File: src/rtl/atomic_rmw_pkg.sv
package atomic_rmw_pkg;

    localparam int OP_W = 3;

    typedef enum logic [OP_W-1:0] {
        OP_INC  = 3'd0,
        OP_DEC  = 3'd1,
        OP_XCHG = 3'd2,
        OP_XADD = 3'd3,
        OP_CMPX = 3'd4
    } rmw_op_e;

    typedef enum logic [2:0] {
        ST_IDLE,
        ST_LOCK_REQ,
        ST_READ,
        ST_WRITE,
        ST_DONE
    } rmw_state_e;

    function automatic logic op_is_legal(input logic [OP_W-1:0] code);
        return code <= OP_W'(OP_CMPX);
    endfunction

endpackage

File: src/rtl/rmw_alu.sv
module rmw_alu
    import atomic_rmw_pkg::*;
#(
    parameter int DW = 32
) (
    input  rmw_op_e         op,
    input  logic [DW-1:0]   old_val,
    input  logic [DW-1:0]   operand,
    input  logic [DW-1:0]   expect_val,
    output logic [DW-1:0]   new_val,
    output logic            zf
);

    localparam logic [DW-1:0] ONE = DW'(1);

    logic match;

    assign match = (old_val == expect_val);

    always_comb begin
        new_val = old_val;
        zf      = 1'b0;
        unique case (op)
            OP_INC:  new_val = old_val + ONE;
            OP_DEC:  new_val = old_val - ONE;
            OP_XCHG: new_val = operand;
            OP_XADD: new_val = old_val + operand;
            OP_CMPX: begin
                zf      = match;
                new_val = match ? operand : old_val;
            end
            default: new_val = old_val;
        endcase
    end

endmodule

File: src/rtl/rmw_fsm.sv
module rmw_fsm
    import atomic_rmw_pkg::*;
(
    input  logic       clk,
    input  logic       rst_n,
    input  logic       cmd_valid,
    input  logic       cmd_legal,
    input  logic       mem_gnt,
    input  logic       mem_ack,
    output logic       cmd_ready,
    output logic       cmd_fire,
    output logic       mem_lock,
    output logic       mem_req,
    output logic       mem_we,
    output logic       rd_done,
    output logic       wr_done,
    output logic       done
);

    rmw_state_e state_q;
    rmw_state_e state_d;

    // next-state logic
    always_comb begin
        state_d = state_q;
        unique case (state_q)
            ST_IDLE:     if (cmd_valid && cmd_legal) state_d = ST_LOCK_REQ;
            ST_LOCK_REQ: if (mem_gnt)                state_d = ST_READ;
            ST_READ:     if (mem_ack)                state_d = ST_WRITE;
            ST_WRITE:    if (mem_ack)                state_d = ST_DONE;
            ST_DONE:                                 state_d = ST_IDLE;
            default:                                 state_d = ST_IDLE;
        endcase
    end

    // state register
    always_ff @(posedge clk or negedge rst_n) begin
        if (!rst_n) state_q <= ST_IDLE;
        else        state_q <= state_d;
    end

    // outputs decoded from state
    always_comb begin
        cmd_ready = 1'b0;
        mem_lock  = 1'b0;
        mem_req   = 1'b0;
        mem_we    = 1'b0;
        done      = 1'b0;
        unique case (state_q)
            ST_IDLE:     cmd_ready = 1'b1;
            ST_LOCK_REQ: mem_lock  = 1'b1;
            ST_READ: begin
                mem_lock = 1'b1;
                mem_req  = 1'b1;
            end
            ST_WRITE: begin
                mem_lock = 1'b1;
                mem_req  = 1'b1;
                mem_we   = 1'b1;
            end
            ST_DONE:     done      = 1'b1;
            default:     cmd_ready = 1'b0;
        endcase
    end

    assign cmd_fire = cmd_ready && cmd_valid && cmd_legal;
    assign rd_done  = (state_q == ST_READ)  && mem_ack;
    assign wr_done  = (state_q == ST_WRITE) && mem_ack;

endmodule

File: src/rtl/rmw_datapath.sv
module rmw_datapath
    import atomic_rmw_pkg::*;
#(
    parameter int DW = 32,
    parameter int AW = 16
) (
    input  logic            clk,
    input  logic            rst_n,
    input  logic            cmd_fire,
    input  logic [OP_W-1:0] cmd_op,
    input  logic [AW-1:0]   cmd_addr,
    input  logic [DW-1:0]   cmd_operand,
    input  logic [DW-1:0]   cmd_expect,
    input  logic            rd_done,
    input  logic            wr_done,
    input  logic [DW-1:0]   mem_rdata,
    input  logic [DW-1:0]   alu_new,
    input  logic            alu_zf,
    output rmw_op_e         op_q,
    output logic [DW-1:0]   old_q,
    output logic [DW-1:0]   operand_q,
    output logic [DW-1:0]   expect_q,
    output logic [AW-1:0]   mem_addr,
    output logic [DW-1:0]   mem_wdata,
    output logic [DW-1:0]   res_old,
    output logic            res_zf
);

    logic [AW-1:0] addr_q;

    // command capture at acceptance
    always_ff @(posedge clk or negedge rst_n) begin
        if (!rst_n) begin
            op_q      <= OP_INC;
            addr_q    <= '0;
            operand_q <= '0;
            expect_q  <= '0;
        end else if (cmd_fire) begin
            op_q      <= rmw_op_e'(cmd_op);
            addr_q    <= cmd_addr;
            operand_q <= cmd_operand;
            expect_q  <= cmd_expect;
        end
    end

    // memory word captured on the read acknowledge
    always_ff @(posedge clk or negedge rst_n) begin
        if (!rst_n)       old_q <= '0;
        else if (rd_done) old_q <= mem_rdata;
    end

    // result registers, updated only when the write completes
    always_ff @(posedge clk or negedge rst_n) begin
        if (!rst_n) begin
            res_old <= '0;
            res_zf  <= 1'b0;
        end else if (wr_done) begin
            res_old <= old_q;
            res_zf  <= alu_zf;
        end
    end

    assign mem_addr  = addr_q;
    assign mem_wdata = alu_new;

endmodule

File: src/rtl/atomic_rmw_unit.sv
module atomic_rmw_unit
    import atomic_rmw_pkg::*;
#(
    parameter int DW = 32,
    parameter int AW = 16
) (
    input  logic            clk,
    input  logic            rst_n,
    input  logic            cmd_valid,
    input  logic [OP_W-1:0] cmd_op,
    input  logic [AW-1:0]   cmd_addr,
    input  logic [DW-1:0]   cmd_operand,
    input  logic [DW-1:0]   cmd_expect,
    output logic            cmd_ready,
    output logic            mem_lock,
    input  logic            mem_gnt,
    output logic            mem_req,
    output logic            mem_we,
    output logic [AW-1:0]   mem_addr,
    output logic [DW-1:0]   mem_wdata,
    input  logic [DW-1:0]   mem_rdata,
    input  logic            mem_ack,
    output logic            done,
    output logic [DW-1:0]   res_old,
    output logic            res_zf
);

    logic          cmd_legal;
    logic          cmd_fire;
    logic          rd_done;
    logic          wr_done;
    rmw_op_e       op_q;
    logic [DW-1:0] old_q;
    logic [DW-1:0] operand_q;
    logic [DW-1:0] expect_q;
    logic [DW-1:0] alu_new;
    logic          alu_zf;

    assign cmd_legal = op_is_legal(cmd_op);

    rmw_fsm u_fsm (
        .clk       (clk),
        .rst_n     (rst_n),
        .cmd_valid (cmd_valid),
        .cmd_legal (cmd_legal),
        .mem_gnt   (mem_gnt),
        .mem_ack   (mem_ack),
        .cmd_ready (cmd_ready),
        .cmd_fire  (cmd_fire),
        .mem_lock  (mem_lock),
        .mem_req   (mem_req),
        .mem_we    (mem_we),
        .rd_done   (rd_done),
        .wr_done   (wr_done),
        .done      (done)
    );

    rmw_datapath #(.DW(DW), .AW(AW)) u_dp (
        .clk         (clk),
        .rst_n       (rst_n),
        .cmd_fire    (cmd_fire),
        .cmd_op      (cmd_op),
        .cmd_addr    (cmd_addr),
        .cmd_operand (cmd_operand),
        .cmd_expect  (cmd_expect),
        .rd_done     (rd_done),
        .wr_done     (wr_done),
        .mem_rdata   (mem_rdata),
        .alu_new     (alu_new),
        .alu_zf      (alu_zf),
        .op_q        (op_q),
        .old_q       (old_q),
        .operand_q   (operand_q),
        .expect_q    (expect_q),
        .mem_addr    (mem_addr),
        .mem_wdata   (mem_wdata),
        .res_old     (res_old),
        .res_zf      (res_zf)
    );

    rmw_alu #(.DW(DW)) u_alu (
        .op         (op_q),
        .old_val    (old_q),
        .operand    (operand_q),
        .expect_val (expect_q),
        .new_val    (alu_new),
        .zf         (alu_zf)
    );

endmodule

File: config.mk
export PLATFORM = sky130hd
export DESIGN_NAME = atomic_rmw_unit
export DESIGN_NICKNAME = d
export VERILOG_FILES = /design/src/rtl/atomic_rmw_pkg.sv /design/src/rtl/rmw_alu.sv /design/src/rtl/rmw_fsm.sv /design/src/rtl/rmw_datapath.sv /design/src/rtl/atomic_rmw_unit.sv
export SDC_FILE = /design/constraint.sdc
export NUM_CORES = 1
export LEC_CHECK = 0
export BUFFER_PORTS_ARGS = -buffer_cell sky130_fd_sc_hd__buf_2
export CAP_MARGIN = 20
export CORE_ASPECT_RATIO = 0.75
export CORE_MARGIN = 5
export CORE_UTILIZATION = 35
export CTS_CLUSTER_DIAMETER = 200
export DETAILED_ROUTE_END_ITERATION = 10
export PLACE_DENSITY_LB_ADDON = 0.05
export SLEW_MARGIN = 20
export SYNTH_ARGS = -nofsm -noshare
export SYNTH_HDL_FRONTEND = slang
export SYNTH_SLANG_ARGS = --single-unit
File: constraint.sdc
create_clock -name clk -period 4.35 [get_ports clk]
set_input_delay 0 -clock clk [delete_from_list [all_inputs] [get_ports clk]]
set_output_delay 0 -clock clk [all_outputs]
set_load 0.01 [all_outputs]
==> reports/qor.csv, run 1 <==
stage,metric,value,unit
job,maxCapViolations,0,
die,fp-row-count,49,
worst_setup_path,reg2reg_to,u_dp.mem_addr[3]$_DFFE_PN0P_,
die,die-area,0.0276,mm2
routing,drc_errors,0,
global_route,grt_pass1_wl,42800,um
global_route,grt_usage,0.195,
routing,top_layer,met5,
worst_setup_path,cp_top_family,simple AND/OR/NAND/NOR gates,
global_route,overflow,0,
routing,met2_length,11500,um
worst_hold_path,hold_class,primary input to asynchronous set/reset pin,
power_and_ir_drop,internal_power,5.35,mW
power_and_ir_drop,seqPwrFrac,0.288,
worst_setup_path,crit_type,register to output pin,
logic_synthesis,syn_avg_cell_area,10.3,um2
logic_synthesis,syn_nets,981,
clocking,htree_levels,4,
logic_synthesis,synth-seq-area-share,0.443,
sta,max_slew_margin,0.254,
sta,whs,0.142,ns
routing,vias,7249,
sta,tightest_slew,1.12,ns
logic_synthesis,ys_types,59,
clocking,cts_setup_buffers,0,
worst_setup_path,regToRegStartpoint,u_fsm.state_q[0]$_DFFE_PN0P_,
die,chipHeight,145,um
logic_synthesis,syn_area,0.00853,mm2
final_layout,n_fill_cell,2302,
die,start_util,0.356,
sta,finalHoldViolations,0,
clocking,cts.clk_slew.worst_paths,0.06,ns
sta,skew,0.00728,ns
worst_setup_path,regToRegSetupSlack,1.76,ns
power_and_ir_drop,power.clock.fraction,0.133,
placed_design,gp_congestion,0.848,
status,status,finished clean,
worst_setup_path,cp-start-kind,register,
logic_synthesis,ys.flop_type,dfrtp_1,
clocking,clk_path_buf_depth,2,
worst_setup_path,crit_slowest_cell,or4_1,
die,ios,206,
worst_setup_path,crit_path_max_incr_delay,0.53,ns
sta,setup_viol,0,
power_and_ir_drop,powerDensity,831,mW/mm2
worst_setup_path,critPathArrivalTime,4.11,ns
logic_synthesis,synth_simple_gate_area_share,0.107,
logic_synthesis,synth-edff-count,0,
final_layout,syn_to_final_growth,36.0,%
sta,final-max-slew-violation-count,0,
worst_setup_path,required,4.35,ns
placed_design,dpl.hpwl,19200,um
sta,worst_slack,0.239,ns
worst_setup_path,path_buf_inv,3,
logic_synthesis,ys_warn_count,0,
logic_synthesis,muxShareOfSynthArea,0.152,
clocking,clock_tree.root_cell,clkbuf_16,
routing,via_per_inst,4.89,
routing,wl_per_cell,18.0,um
logic_synthesis,synthXorXnorAreaFrac,0.0595,
routing,postRouteAntennaNets,0,
die,core,0.0240,mm2
routing,wl_met3,946,um
final_layout,antenna_cells,0,
clocking,cts_tree,built,
logic_synthesis,async_flop_share,1.00,
sta,post-route-period-util,0.945,
sta,period_needed,4.11,ns
power_and_ir_drop,total_power,9.65,mW
power_and_ir_drop,leakage,5.44,nW
worst_setup_path,endpoint_kind,output pin,
logic_synthesis,synth_adder_area_share,0.0478,
global_route,grt_pass1_vias,7570,
final_layout,nets,1291,
logic_synthesis,synth_seq_cells,151,
routing,wl_met1,13900,um
final_layout,layout-drive-gt1-share,0.319,
power_and_ir_drop,p_sw,4.30,mW
logic_synthesis,synth-compound-area-share,0.162,
sta,finalSetupTns,0,ns
placed_design,dp_slack,0.686,ns
clocking,numCtsBuffers,17,
clocking,cts.sink_count,151,
routing,finalWirelength,26700,um
logic_synthesis,synthCells,829,
die,die_w,190,um
routing,drt-initial-drc-count,341,
power_and_ir_drop,combinationalPowerShare,0.579,
worst_setup_path,cp_max_fo,6,
power_and_ir_drop,vdd_ir_drop_max,0.000418,V
placed_design,numPortBuffers,205,
global_route,antenna_found_initial,1,
sta,max_freq,243,MHz
routing,firstDrtPassIters,4,
worst_setup_path,cp_cell_sequence,"inv_2, or4_1, ha_1, inv_1, fa_1, nor2b_1, o2111ai_1, nand2_1, a211o_1, a41oi_2, nor2_1, or3_1, xnor2_1, o21ai_1, buf_2",
power_and_ir_drop,switching_share,0.446,
clocking,clk_latency,0.43,ns
worst_setup_path,worstRegToRegCells,4,
logic_synthesis,synth_top_family_by_area,compound AO/OA/AOI/OAI gates,
global_route,grt_start_max_net_pins,80,
sta,rsz0062_at_grt,false,
-- layout make-up --
type                       count  area, um2  share of cell area
inverter                      18       67.6             0.00582
timing repair buffer         336       2340               0.201
multi-input combinational    615       4530               0.390
clock inverter                 6       30.0             0.00259
tap                          331        414              0.0357
clock buffer                  24        452              0.0389
sequential                   151       3780               0.326
-- cell families after synthesis --
group                    Yosys count
AND/OR/NAND/NOR                  206
flip-flops                       151
buffers and inverters             63
adder cells (fa/ha/maj)           32
multiplexers                     115
AO/OA/AOI/OAI                    204
XOR/XNOR                          58
-- synth_stat cells (8+ instances only) --
| cell type | instances | area [um2] |
|---|---|---|
| a22oi_1 | 22 | 165 |
| nor2_1 | 22 | 82.6 |
| o21a_1 | 33 | 248 |
| nand4_1 | 15 | 93.8 |
| dfrtp_1 | 151 | 3780 |
| a21oi_1 | 37 | 185 |
| mux2_2 | 115 | 1290 |
| ha_1 | 31 | 388 |
| o21ai_1 | 29 | 145 |
| nand3_1 | 8 | 40.0 |
| o21ai_0 | 24 | 120 |
| nand2_1 | 128 | 480 |
| xor2_1 | 9 | 78.8 |
| xnor2_1 | 49 | 429 |
| clkbuf_1 | 40 | 150 |
| a21o_1 | 17 | 128 |
| inv_1 | 16 | 60.1 |
-- cells in the final DEF (no fill, tap or decap), drive strengths merged, types with 4 or more instances in the layout --
cell / netlist / layout
buf: 5 / 216
dfrtp: 151 / 151
nand2: 128 / 128
dlygate4sd3: 0 / 120
mux2: 115 / 115
o21ai: 53 / 53
xnor2: 49 / 49
a21oi: 37 / 37
o21a: 33 / 33
ha: 31 / 31
clkbuf: 40 / 24
a22oi: 22 / 22
nor2: 22 / 22
a21o: 17 / 17
inv: 17 / 17
nand4: 15 / 15
xor2: 9 / 9
nand3: 8 / 8
clkinv: 1 / 7
a222oi: 6 / 6
nor3: 5 / 5
and3: 5 / 5
a211oi: 5 / 5
o21bai: 5 / 5
nor2b: 4 / 4
nand2b: 4 / 4
-- power by group through the flow --
stage | Sequential (mW) | Clock (mW) | Combinational [mW]
6_report | 2.78 | 1.28 | 5.59
3_5_place_dp | 2.81 | 0 | 5.49
3_3_place_gp | 2.79 | 0 | 5.54
2_1_floorplan | 2.66 | 0 | 3.73
4_1_cts | 2.78 | 1.33 | 5.63
5_1_grt | 2.89 | 1.38 | 6.16
-- per-layer routing --
layer,GRT usage,vias to the layer above
met4,0.0474,2
met1,0.291,3473
met3,0.0355,22
met5,0,-
met2,0.294,162
li1,-,3590
-- flip-flops by register name (all words and copies together), names as in the netlist --
| name | cells |
|---|---|
| u_dp.op_q | 3 |
| u_dp.old_q | 32 |
| u_dp.expect_q | 32 |
| u_dp.res_zf | 1 |
| u_dp.res_old | 32 |
| u_dp.mem_addr | 16 |
| u_dp.operand_q | 32 |
| u_fsm.state_q | 3 |
-- per-stage QoR --
stage	instances	instance area, um2	utilization
floorplan	829	8530	-
global placement	1331	9920	0.414
detailed placement	1331	9920	0.414
CTS	1481	11600	0.484
global route	1481	11600	0.484
finish	1481	11600	0.484
-- repair_timing --
action,CTS,global route
hold buffers,120,0
resized for setup,0,3
hold endpoints to repair,189,0
setup endpoints to repair,0,4
-- worst max path at each step --
| stage | from | endpoint | slack, ns | depth (start not counted) |
|---|---|---|---|---|
| final | u_dp.op_q[0]$_DFFE_PN0P_ | mem_wdata[30] | 0.24 | 15 |
| after global routing | u_dp.op_q[2]$_DFFE_PN0P_ | mem_wdata[28] | 0.03 | 14 |
| after CTS | u_dp.op_q[1]$_DFFE_PN0P_ | mem_wdata[30] | 0.20 | 15 |
| after detailed placement | u_dp.op_q[0]$_DFFE_PN0P_ | mem_wdata[28] | 0.69 | 15 |
| after global placement | u_dp.op_q[1]$_DFFE_PN0P_ | mem_wdata[30] | 0.71 | 15 |
| after floorplan | u_dp.op_q[1]$_DFFE_PN0P_ | mem_wdata[30] | 1.0 | 15 |
No activity file was read; power rests on OpenSTA's default activity.
==> inputs of run 2 (changes only) <==
--- a/config.mk
+++ b/config.mk
@@ -13,6 +13,7 @@
 export CTS_CLUSTER_DIAMETER = 200
 export DETAILED_ROUTE_END_ITERATION = 10
 export PLACE_DENSITY_LB_ADDON = 0.05
+export SETUP_SLACK_MARGIN = 0.4
 export SLEW_MARGIN = 20
 export SYNTH_ARGS = -nofsm -noshare
 export SYNTH_HDL_FRONTEND = slang
==> constraint.sdc (replaced) <==
create_clock -name clk -period 5.1 [get_ports clk]
set_input_delay 0 -clock clk [delete_from_list [all_inputs] [get_ports clk]]
set_output_delay 0 -clock clk [all_outputs]
set_load 0.01 [all_outputs]
==> run 2 against run 1 <==
Net effect: clock skew increased by 0.0050 ns; clock power hardly changed; sequential share of layout area fell by 0.37 points; via count up 0.69%; global-route usage grew 0.27 points; combinational power is 14% lower; sequential power decreased by 14%; first-iteration DRC count shrank 13%; critical path type unchanged; highest routed layer unchanged.
==> reports/qor.csv, run 2 (synthesis results as in run 1) <==
stage,metric,value,unit,change
power_and_ir_drop,powerDensity,722,mW/mm2,was 831 mW/mm2
worst_setup_path,required,5.10,ns,was 4.35 ns
final_layout,postLayoutCellArea,0.0117,mm2,was 0.0116 mm2
clocking,cts.sink_count,151,,unchanged
final_layout,layout_commonest_cell,buf_2,,unchanged
final_layout,multi_input_area,0.00453,mm2,unchanged
power_and_ir_drop,total_power,8.48,mW,was 9.65 mW
die,start_util,0.356,,unchanged
clocking,cts_tree,built,,unchanged
die,die-area,0.0276,mm2,unchanged
job,maxCapViolations,0,,unchanged
clocking,clk_path_buf_depth,2,,unchanged
sta,max_freq,233,MHz,
clocking,cts.clk_slew.worst_paths,0.07,ns,was 0.06 ns
die,die_w,190,um,unchanged
sta,rsz0062_at_grt,false,,unchanged
die,chipHeight,145,um,unchanged
sta,whs,0.0453,ns,was 0.142 ns
global_route,grt_pass1_wl,43200,um,was 42800 um
routing,wl_per_cell,18.3,um,was 18.0 um
placed_design,dpl_cell_area,0.00990,mm2,was 0.00992 mm2
sta,skew,0.0123,ns,was 0.00728 ns
die,core,0.0240,mm2,unchanged
die,fp-row-count,49,,unchanged
worst_setup_path,cp-start-kind,register,,unchanged
routing,firstDrtPassIters,6,,was 4
clocking,numCtsBuffers,17,,unchanged
sta,tightest_slew,1.04,ns,was 1.12 ns
final_layout,syn_to_final_growth,37.5,%,was 36.0%
placed_design,gp_congestion,0.859,,was 0.848
sta,finalHoldViolations,0,,unchanged
routing,via_per_inst,4.92,,was 4.89
global_route,grt_start_max_net_pins,60,,was 80
sta,finalSetupTns,0,ns,unchanged
routing,postRouteAntennaNets,0,,unchanged
global_route,grt_usage,0.198,,was 0.195
sta,final-max-slew-violation-count,0,,unchanged
final_layout,layout_common_cells,"buf_2, dfrtp_1, nand2_1, dlygate4sd3_1, mux2_2",,unchanged
global_route,antenna_found_initial,2,,was 1
status,status,finished clean,,unchanged
final_layout,seqCellArea,0.00378,mm2,about the same
sta,setup_viol,0,,unchanged
clocking,htree_levels,4,,unchanged
routing,drt-initial-drc-count,298,,was 341
global_route,grt_pass1_vias,7396,,was 7570
worst_setup_path,cp_max_fo,32,,was 6
worst_hold_path,hold_class,primary input to asynchronous set/reset pin,,unchanged
placed_design,numPortBuffers,205,,unchanged
sta,period_needed,4.28,ns,
global_route,overflow,0,,unchanged
routing,finalWirelength,27100,um,was 26700 um
clocking,clk_latency,0.43,ns,about the same
sta,max_slew_margin,0.307,,was 0.254
power_and_ir_drop,vdd_ir_drop_max,0.000282,V,was 0.000418 V
final_layout,layout-drive-gt1-share,0.326,,was 0.319
final_layout,final_core_util,0.490,,was 0.484
placed_design,dpl.hpwl,19300,um,was 19200 um
routing,drc_errors,0,,unchanged
worst_setup_path,crit_type,register to output pin,,unchanged
clocking,clock_tree.root_cell,clkbuf_16,,unchanged
final_layout,nets,1292,,was 1291
final_layout,antenna_cells,0,,unchanged
worst_setup_path,critPathArrivalTime,4.28,ns,was 4.11 ns
sta,post-route-period-util,0.840,,
final_layout,n_fill_cell,2263,,was 2302
power_and_ir_drop,leakage,5.49,nW,was 5.44 nW
die,ios,206,,unchanged
routing,vias,7299,,was 7249
worst_setup_path,endpoint_kind,output pin,,unchanged
## run 2: report_power, final
part | switching (mW) | leakage, nW | internal [mW]
clock network | 0.504 | 0.294 | 0.809
logic | 2.62 | 3.37 | 2.17
registers | 0.594 | 1.83 | 1.79
total | 3.72 | 5.49 | 4.76
## run 2: worst max-delay path, cell delays in order (launching register included)
cell and delay, ns:
dfrtp_1 0.48, inv_2 0.11, nor2_2 0.11, buf_4 0.35
o21ai_0 0.23, fa_1 0.47, nor2b_1 0.18, o2111ai_1 0.15
a21oi_1 0.23, o21ai_1 0.12, a31o_1 0.22, o21ai_1 0.26
a21oi_1 0.18, or4_1 0.49, nand3_1 0.12, buf_2 0.15
## run 2: per-stage QoR
step,setup slack (ns),instances
after floorplan,1.75,829
after global placement,1.12,1330
after detailed placement,1.01,1330
after CTS,0.523,1481
after global routing,0.454,1483
final,0.816,1483
## run 2: final cells by class
cell class,instances,share of cell area
multi-input cells,615,0.386
flip-flops and latches,151,0.322
repair buffers,337,0.199
clock buffers,25,0.0448
well taps,331,0.0353
clock inverters,6,0.00746
inverters,18,0.00608
## run 2: repair_timing
item	4_1_cts	5_1_grt
setup buffers	0	1
resized for setup	0	1
endpoints found under the setup margin	0	5
hold endpoints to repair	155	0
hold buffers	120	0
## run 2: metal layers
metal / wire length (um) / track usage / part of all wire / vias up
met4: 283 / 0.0434 / 0.010 / 4
met1: 13800 / 0.297 / 0.51 / 3530
met5: 21 / 0 / 0.00077 / -
met2: 11700 / 0.293 / 0.43 / 158
met3: 1330 / 0.0442 / 0.049 / 19
li1: - / - / - / 3588
## run 2: path summary, 6_finish.rpt
| kind | start | end | slack [ns] | cells past startpoint |
|---|---|---|---|---|
| worst min register to register | u_dp.res_old[29]$_DFFE_PN0P_ | u_dp.res_old[29]$_DFFE_PN0P_ | 0.47 | 2 |
| worst min-delay path | rst_n | u_dp.res_old[8]$_DFFE_PN0P_ | 0.05 | 2 |
| worst max-delay path | u_dp.op_q[0]$_DFFE_PN0P_ | mem_wdata[28] | 0.82 | 15 |
| max in group asynchronous | rst_n | u_dp.old_q[24]$_DFFE_PN0P_ | 3.95 | 3 |
| min in group clk | cmd_expect[11] | u_dp.expect_q[11]$_DFFE_PN0P_ | 0.34 | 3 |
| worst max register to register | u_fsm.state_q[0]$_DFFE_PN0P_ | u_dp.mem_addr[0]$_DFFE_PN0P_ | 2.67 | 4 |
==> inputs of run 3 (changes only) <==
==> constraint.sdc (replaced) <==
create_clock -name clk -period 4.25 [get_ports clk]
set_input_delay 0 -clock clk [delete_from_list [all_inputs] [get_ports clk]]
set_output_delay 0 -clock clk [all_outputs]
set_load 0.01 [all_outputs]
==> run 3 against run 2 <==
Net effect: clock power grew 21%; setup slack lost 0.28 ns; combinational power grew 25%; critical path type unchanged; critical endpoint is now mem_wdata[29]; highest routed layer is now met4.
==> reports/qor.csv, run 3 (synthesis results as in run 1) <==
stage,metric,value,unit,change
worst_setup_path,cp_top_family,compound AO/OA/AOI/OAI gates,,unchanged
die,core,0.0240,mm2,unchanged
routing,finalWirelength,27700,um,was 27100 um
routing,via_per_inst,4.97,,was 4.92
final_layout,multi_input_area,0.00462,mm2,was 0.00453 mm2
power_and_ir_drop,power.clock.fraction,0.152,,was 0.155
power_and_ir_drop,p_sw,4.55,mW,was 3.72 mW
global_route,overflow,0,,unchanged
die,die-area,0.0276,mm2,unchanged
clocking,cts.sink_count,151,,unchanged
job,maxCapViolations,0,,unchanged
power_and_ir_drop,switching_share,0.437,,was 0.439
sta,post-route-period-util,0.873,,
worst_hold_path,hold_class,primary input to asynchronous set/reset pin,,unchanged
final_layout,final_core_util,0.498,,was 0.490
clocking,cts.clk_slew.worst_paths,0.06,ns,was 0.07 ns
sta,final-max-slew-violation-count,0,,unchanged
final_layout,antenna_cells,0,,unchanged
sta,max_freq,270,MHz,
routing,wl_per_cell,18.6,um,was 18.3 um
placed_design,numPortBuffers,205,,unchanged
clocking,numCtsBuffers,17,,unchanged
worst_setup_path,cp_cell_sequence,"nor2_4, buf_12, o21a_1, ha_2, a211o_1, a2111oi_4, nor3b_2, nor3_1, o21ai_1, a311oi_2, o31ai_1, xnor2_1, o21ai_1, buf_2",,"was inv_2, nor2_2, buf_4, o21ai_0, fa_1, nor2b_1, o2111ai_1, a21oi_1, o21ai_1, a31o_1, o21ai_1, a21oi_1, or4_1, nand3_1, buf_2"
routing,drc_errors,0,,unchanged
routing,postRouteAntennaNets,0,,unchanged
final_layout,syn_to_final_growth,39.8,%,was 37.5%
sta,worst_slack,0.540,ns,was 0.816 ns
power_and_ir_drop,vdd_ir_drop_max,0.000334,V,was 0.000282 V
status,status,finished clean,,unchanged
global_route,grt_pass1_vias,7516,,was 7396
sta,setup_viol,0,,unchanged
die,start_util,0.356,,unchanged
worst_setup_path,cp-start-kind,register,,unchanged
clocking,cts_tree,built,,unchanged
global_route,grt_usage,0.200,,was 0.198
power_and_ir_drop,powerDensity,871,mW/mm2,was 722 mW/mm2
sta,rsz0062_at_grt,true,,was false
final_layout,n_fill_cell,2293,,was 2263
sta,skew,0.00713,ns,was 0.0123 ns
final_layout,layout-drive-gt1-share,0.346,,was 0.326
power_and_ir_drop,combinationalPowerShare,0.575,,was 0.564
die,chipHeight,145,um,unchanged
final_layout,layout_common_cells,"buf_2, dfrtp_1, nand2_1, dlygate4sd3_1, mux2_2",,unchanged
sta,period_needed,3.71,ns,
worst_setup_path,worstRegToRegCells,4,,unchanged
worst_setup_path,reg2reg_to,u_dp.mem_addr[8]$_DFFE_PN0P_,,was u_dp.mem_addr[0]$_DFFE_PN0P_
worst_setup_path,critPathArrivalTime,3.71,ns,was 4.28 ns
clocking,clock_tree.root_cell,clkbuf_16,,unchanged
power_and_ir_drop,leakage,5.57,nW,was 5.49 nW
routing,firstDrtPassIters,5,,was 6
power_and_ir_drop,internal_power,5.85,mW,was 4.76 mW
die,fp-row-count,49,,unchanged
placed_design,placed_cells,1329,,was 1330
placed_design,dp_slack,0.492,ns,was 1.01 ns
worst_setup_path,cp_max_fo,16,,was 32
routing,drt-initial-drc-count,396,,was 298
worst_setup_path,path_buf_inv,2,,was 3
clocking,clk_path_buf_depth,2,,unchanged
global_route,grt_pass1_wl,43600,um,was 43200 um
final_layout,nets,1301,,was 1292
sta,finalSetupTns,0,ns,unchanged
final_layout,layout_commonest_cell,buf_2,,unchanged
sta,max_slew_margin,0.266,,was 0.307
global_route,antenna_found_initial,0,,was 2
worst_setup_path,endpoint_kind,output pin,,unchanged
power_and_ir_drop,total_power,10.4,mW,was 8.48 mW
worst_setup_path,crit_type,register to output pin,,unchanged
clocking,htree_levels,4,,unchanged
worst_setup_path,regToRegSetupSlack,1.80,ns,was 2.67 ns
die,ios,206,,unchanged
routing,vias,7425,,was 7299
worst_setup_path,regToRegStartpoint,u_fsm.state_q[0]$_DFFE_PN0P_,,unchanged
final_layout,seqCellArea,0.00378,mm2,about the same
placed_design,dpl.hpwl,19400,um,was 19300 um
clocking,clk_latency,0.43,ns,about the same
sta,finalHoldViolations,0,,unchanged
worst_setup_path,crit_slowest_cell,dfrtp_2,,was or4_1
worst_setup_path,crit_path_max_incr_delay,0.45,ns,was 0.49 ns
die,die_w,190,um,unchanged
placed_design,gp_congestion,0.872,,was 0.859
worst_setup_path,crit_top_cell,o21ai_1,,
global_route,grt_start_max_net_pins,78,,was 60
sta,tightest_slew,1.10,ns,was 1.04 ns
worst_setup_path,required,4.25,ns,was 5.10 ns
final_layout,fin_cells,1493,,was 1483
power_and_ir_drop,seqPwrFrac,0.273,,was 0.281
==> run 3: worst max path at each step <==
stage | from | to | cells after the start
after floorplan | u_dp.op_q[1]$_DFFE_PN0P_ | mem_wdata[30] | 15
after global placement | u_dp.op_q[1]$_DFFE_PN0P_ | mem_wdata[30] | 15
after detailed placement | u_dp.op_q[0]$_DFFE_PN0P_ | mem_wdata[28] | 15
after CTS | u_dp.op_q[1]$_DFFE_PN0P_ | mem_wdata[30] | 15
after global routing | u_dp.op_q[2]$_DFFE_PN0P_ | mem_wdata[29] | 14
final | u_dp.op_q[2]$_DFFE_PN0P_ | mem_wdata[29] | 14
==> run 3: final cells by class <==
cell class	instances	share of cell area
tap	331	0.0347
sequential	151	0.317
clock inverter	8	0.0101
clock buffer	24	0.0404
inverter	18	0.00577
timing repair buffer	346	0.205
multi-input combinational	615	0.387
==> run 3: through the flow <==
stage	hold slack, ns	area (um2)
CTS	0.172	11900
global route	0.226	11900
detailed placement	0.0752	9900
global placement	0.0800	9900
floorplan	-0.296	8530
finish	0.156	11900
==> run 3: repair_timing <==
action                     4_1_cts  5_1_grt
setup endpoints to repair       12       14
hold buffers                   120        0
hold endpoints to repair       191        0
buffers inserted                 8        3
resized for setup               18       12
cloned                           1        0
pin swaps                        7        8
==> run 3: power by group through the flow <==
stage	clock network [mW]	logic (mW)	registers, mW
4_1_cts	1.62	5.95	2.84
2_1_floorplan	0	3.82	2.73
6_report	1.58	5.98	2.84
3_5_place_dp	0	5.63	2.87
3_3_place_gp	0	5.66	2.86
5_1_grt	1.68	6.56	2.95
==> run 3: layer usage <==
layer	part of all wire	vias up	global-route usage
li1	-	3606	-
met4	0.0079	0	0.0413
met3	0.044	16	0.0372
met2	0.44	172	0.298
met5	0	-	0
met1	0.51	3631	0.304
